**config.mk**
```make
export PLATFORM = sky130hd
export DESIGN_NAME = vec_irq_ctrl
export DESIGN_NICKNAME = d
export VERILOG_FILES = /design/src/rtl/vic_pkg.sv /design/src/rtl/vic_ext_line.sv /design/src/rtl/vic_arbiter.sv /design/src/rtl/vec_irq_ctrl.sv
export SDC_FILE = /design/constraint.sdc
export NUM_CORES = 1
export LEC_CHECK = 0
export CAP_MARGIN = 20
export CORE_ASPECT_RATIO = 0.9
export CORE_MARGIN = 2
export CORE_UTILIZATION = 42
export CTS_CLUSTER_DIAMETER = 30
export DETAILED_ROUTE_END_ITERATION = 12
export PLACE_DENSITY = 0.7
export SLEW_MARGIN = 40
export SYNTH_ARGS = -nofsm -noshare
export SYNTH_HDL_FRONTEND = slang
export SYNTH_SLANG_ARGS = --single-unit
export TNS_END_PERCENT = 1
```
**constraint.sdc**
```tcl
create_clock -name clk -period 2.7 [get_ports clk]
set_input_delay 0.54 -clock clk [delete_from_list [all_inputs] [get_ports clk]]
set_output_delay 0.54 -clock clk [all_outputs]
set_load 0.005 [all_outputs]
```
**src/rtl/vic_pkg.sv**
```systemverilog
package vic_pkg;
  typedef enum logic [1:0] {
    TRG_LOW  = 2'b00,
    TRG_OFF  = 2'b01,
    TRG_FALL = 2'b10,
    TRG_RISE = 2'b11
  } trig_e;
endpackage

```
**src/rtl/vic_ext_line.sv**
```systemverilog
module vic_ext_line
  import vic_pkg::*;
(
  input  logic  clk,
  input  logic  rst,
  input  logic  pin,
  input  trig_e mode,
  input  logic  clr_pend,
  output logic  req
);
  // two-flop synchronizer plus one history flop for edge detection
  logic s1, s2, s3;
  logic rise, fall, pend;

  always_ff @(posedge clk) begin
    if (rst) begin
      s1 <= 1'b1;
      s2 <= 1'b1;
      s3 <= 1'b1;
    end else begin
      s1 <= pin;
      s2 <= s1;
      s3 <= s2;
    end
  end

  assign rise = s2 & ~s3;
  assign fall = ~s2 & s3;

  always_ff @(posedge clk) begin
    if (rst) begin
      pend <= 1'b0;
    end else begin
      case (mode)
        TRG_FALL: if (fall) pend <= 1'b1; else if (clr_pend) pend <= 1'b0;
        TRG_RISE: if (rise) pend <= 1'b1; else if (clr_pend) pend <= 1'b0;
        default:  pend <= 1'b0;
      endcase
    end
  end

  always_comb begin
    case (mode)
      TRG_LOW:  req = ~s2;
      TRG_FALL: req = pend;
      TRG_RISE: req = pend;
      default:  req = 1'b0;
    endcase
  end
endmodule

```
**src/rtl/vic_arbiter.sv**
```systemverilog
module vic_arbiter #(
  parameter int NV    = 7,
  parameter int VEC_W = 3
) (
  input  logic [NV-1:0]    req,
  output logic             any,
  output logic [VEC_W-1:0] idx
);
  // lowest index has highest priority
  always_comb begin
    any = |req;
    idx = '0;
    for (int k = NV - 1; k >= 0; k--) begin
      if (req[k]) idx = VEC_W'(k);
    end
  end
endmodule

```
**src/rtl/vec_irq_ctrl.sv**
```systemverilog
module vec_irq_ctrl
  import vic_pkg::*;
#(
  parameter int NUM_INT = 4,
  parameter int NUM_EXT = 2,
  parameter int ADDR_W  = 16,
  localparam int NV     = 1 + NUM_EXT + NUM_INT,
  localparam int VEC_W  = $clog2(NV + 1)
) (
  input  logic               clk,
  input  logic               rst,
  input  logic [NUM_INT-1:0] int_req,
  input  logic [NUM_EXT-1:0] ext_pin,
  input  logic               rst_req,
  input  logic               cfg_we,
  input  logic [1:0]         cfg_sel,
  input  logic [ADDR_W-1:0]  cfg_wdata,
  input  logic               gie_set,
  input  logic               gie_clr,
  input  logic               irq_ack,
  input  logic               reti,
  output logic               irq_valid,
  output logic [VEC_W-1:0]   irq_vec,
  output logic [ADDR_W-1:0]  irq_addr,
  output logic               gie
);
  localparam int EXT_BASE = 1;
  localparam int INT_BASE = 1 + NUM_EXT;

  logic [NUM_EXT-1:0] ext_en_q;
  trig_e              mode_q [NUM_EXT];
  logic [ADDR_W-1:0]  base_q;
  logic               rst_pend;
  logic [NUM_EXT-1:0] ext_raw;
  logic [NV-1:0]      elig;
  logic               win_any;
  logic [VEC_W-1:0]   win_idx;

  // configuration registers
  always_ff @(posedge clk) begin
    if (rst) begin
      ext_en_q <= '0;
      base_q   <= '0;
      for (int i = 0; i < NUM_EXT; i++) mode_q[i] <= TRG_OFF;
    end else if (cfg_we) begin
      case (cfg_sel)
        2'd0: ext_en_q <= cfg_wdata[NUM_EXT-1:0];
        2'd1: for (int i = 0; i < NUM_EXT; i++) mode_q[i] <= trig_e'(cfg_wdata[2*i +: 2]);
        2'd2: base_q <= cfg_wdata;
        default: ;
      endcase
    end
  end

  // global enable: acknowledge dominates, then return, then clear, then set
  always_ff @(posedge clk) begin
    if (rst)          gie <= 1'b0;
    else if (irq_ack) gie <= 1'b0;
    else if (reti)    gie <= 1'b1;
    else if (gie_clr) gie <= 1'b0;
    else if (gie_set) gie <= 1'b1;
  end

  // unmaskable reset request, vector 1
  always_ff @(posedge clk) begin
    if (rst)                                      rst_pend <= 1'b1;
    else if (rst_req)                             rst_pend <= 1'b1;
    else if (irq_ack && irq_vec == VEC_W'(1))     rst_pend <= 1'b0;
  end

  generate
    for (genvar i = 0; i < NUM_EXT; i++) begin : g_ext
      logic clr_i;
      assign clr_i = irq_ack && (irq_vec == VEC_W'(EXT_BASE + 1 + i));
      vic_ext_line u_line (
        .clk      (clk),
        .rst      (rst),
        .pin      (ext_pin[i]),
        .mode     (mode_q[i]),
        .clr_pend (clr_i),
        .req      (ext_raw[i])
      );
      assign elig[EXT_BASE + i] = ext_raw[i] & ext_en_q[i] & gie;
    end
    for (genvar j = 0; j < NUM_INT; j++) begin : g_int
      assign elig[INT_BASE + j] = int_req[j] & gie;
    end
  endgenerate

  assign elig[0] = rst_pend;

  vic_arbiter #(.NV(NV), .VEC_W(VEC_W)) u_arb (
    .req (elig),
    .any (win_any),
    .idx (win_idx)
  );

  // registered outputs, held off for the cycle after an acknowledge
  always_ff @(posedge clk) begin
    if (rst) begin
      irq_valid <= 1'b0;
      irq_vec   <= '0;
      irq_addr  <= '0;
    end else begin
      irq_valid <= win_any && !irq_ack;
      irq_vec   <= win_idx + VEC_W'(1);
      irq_addr  <= base_q + (ADDR_W'(win_idx) << 2);
    end
  end
endmodule

```
==> reports/results.ini <==
[status]
status = completed

[sta]
worst_slack_ns = 0.1419
finalHoldViolCount = 0
setup_viol = 0
finClkSkew_ns = 0.005682
final.period_utilization = 0.9475
grt_setup_unrepaired = false
tightest_slew_ns = 0.6290
tns_ns = 0
fmax_mhz = 390.9
slew-limit-headroom = 0.5794
report.final.slew_viol_count = 0
min_period_ns = 2.558

[die]
die_y_um = 71.67
start_util = 0.4393
rows = 24
core_area_um2 = 4865
die-area_um2 = 5676
ios = 53
die_w_um = 79.19

[clock_tree]
cts_root_buffer = clkbuf_8
cts_hold_buf = 0
clock_latency_ns = 0.30
clock_sinks = 52
clk_pin_slew_ns = 0.09
cts_max_level = 2
cts.path.max_buffers = 2
cts_made_buffers = 5
cts_tree = built

[worst_setup_path]
cp-end-kind = register
r2r_cells = 10
path_class = reg -> reg
cp_max_fo = 5
startpoint_type = register
crit_cells = 10
worstPathRequired_ns = 2.89
cp_slowest_cell = edfxtp_1
arrival_ns = 2.75
path_delay_family = simple AND/OR/NAND/NOR gates
crit_chain = or3_4 > a21oi_2 > o21bai_1 > and2_1 > ha_2 > fa_1 > a21o_1 > nand3_1 > xor2_1 > nor2_1
slowest_delay_ns = 0.44
critPathBufInv = 0

[global_routing]
track_usage = 0.1700
grt_pass1_vias = 1728
grt_pass1_wl_um = 7521
grt_max_degree = 43
overflow = 0
antenna_found_initial = 0

[run]
maxCapViolations = 0

[yosys]
synth_ff_type = dfxtp_1
synth_top_area_cell = dfxtp_1
synth_top_area_share = 0.4496
synthTopCellsByCount = dfxtp_1, nand2_1, a21oi_1
async_reset_ff_frac = 0
ys_seq_elements = 52
synth_nets = 271
synth_edf_count = 4
syn_area_um2 = 2137
yosysWarnings = 0
synthCells = 234
ys_seq_area_frac = 0.5059
avgSynthCellArea_um2 = 9.133
ys_types = 42
synth_area_leaders = dfxtp_1, nand2_1, a21oi_1
synth_most_common_cell = dfxtp_1

[routing]
topRoutingLayerUsed = met4
wl_per_cell_um = 12.32
vias = 1779
ant_nets = 0
drt_iter0_drc = 99
wl_met3_um = 189
via_per_inst = 4.928
firstDrtPassIters = 4
routed_wl_um = 4449
route.detailed.drc = 0
route.met2.wl_um = 2011
wl_met1_um = 2158

[hold_path]
worst_hold_path_type = reg -> reg
min_path_cells = 1

[finish]
fillers = 447
antenna-diode-count = 0
post-route-util = 0.5934
nNetsFinal = 332
syn_to_final_growth_pct = 35.07
drive_above_1_share = 0.1182

[placement]
port-buffer-count = 52
pre_cts_ws_ns = -0.1395
gp_congestion = 0.7841
dp_hpwl_um = 3254

[power]
power_leakage_uw = 0.001073
finalPower_uw = 1374
vdd_drop_max_mv = 0.2283
p_per_area_nw_per_um2 = 476.1

==> worst register-to-register path, delay by kind of cell (launching register included) <==
kind            cells  cell delay, ns
fa+ha+maj           2            0.58
compound gates      3            0.48
simple gates        4            0.78
xor+xnor            1            0.19
flops               1            0.44
==> path summary, 6_finish.rpt <==
path                                         start            endpoint  slack (ns)
worst max register to register        mode_q[0][2]        irq_addr[12]        0.14
worst max-delay path                  mode_q[0][2]        irq_addr[12]        0.14
worst min register to register  g_ext[1].u_line.s1  g_ext[1].u_line.s2        0.41
worst min-delay path            g_ext[1].u_line.s1  g_ext[1].u_line.s2        0.41
==> sequential cells by signal (all words and copies together), names as in the netlist <==
register           count
base_q                16
ext_en_q               2
g_ext.u_line.pend      2
g_ext.u_line.s1        2
g_ext.u_line.s2        2
g_ext.u_line.s3        2
gie                    1
irq_addr              16
irq_valid              1
irq_vec                3
mode_q                 4
rst_pend               1
==> repair_timing <==
action                     CTS  global route
setup endpoints to repair    0             7
resized for setup            0             3
buffers inserted             0             2
==> layout by cell type, fill, tap and decap left out, drive strengths merged, types with 5 or more instances in the layout <==
| master | n |
|---|---|
| nand2 | 44 |
| or3 | 6 |
| buf | 12 |
| nor2b | 8 |
| a21oi | 26 |
| o21ai | 5 |
| nor2 | 22 |
| clkdlybuf4s50 | 52 |
| xor2 | 6 |
| clkbuf | 7 |
| or2 | 6 |
| dfxtp | 48 |
==> final cells by class <==
type                       instances  area, µm²  share of cell area
sequential                        52       1081              0.3745
multi-input combinational        171       1016              0.3520
timing repair buffer              64      623.1              0.2159
tap                               65      81.33             0.02818
clock buffer                       7      76.32             0.02644
clock inverter                     1      5.005            0.001734
inverter                           1      3.754            0.001300
==> metrics by stage <==
step	instances	area (µm²)	hold slack, ns
CTS	359	2861	0.4165
finish	361	2887	0.4140
global placement	351	2780	0.3935
global route	361	2887	0.4414
detailed placement	351	2780	0.3945
floorplan	234	2137	0.3895
==> routing by layer <==
| layer | vias up | global-route usage |
|---|---|---|
| met5 | - | 0 |
| met4 | 0 | 0.08238 |
| met3 | 8 | 0.03904 |
| met2 | 42 | 0.2740 |
| met1 | 800 | 0.2163 |
| li1 | 929 | - |
==> logic make-up (layout without fill, tap and decap cells) <==
logic type | count (synthesis) | count (layout) | share of synthesized area
AO/OA/AOI/OAI | 43 | 43 | 0.1218
XOR/XNOR | 7 | 7 | 0.02869
adder cells (fa/ha/maj) | 5 | 5 | 0.03279
buffers and inverters | 11 | 73 | 0.02342
flip-flops | 52 | 52 | 0.5059
multiplexers | 3 | 3 | 0.01639
AND/OR/NAND/NOR | 113 | 113 | 0.2711
==> power by group <==
part,switching (µW),internal [µW]
Sequential,21.4,802
Clock,232,182
Combinational,53.3,83.8
Total,306,1070
No activity file was read; power rests on OpenSTA's default activity.
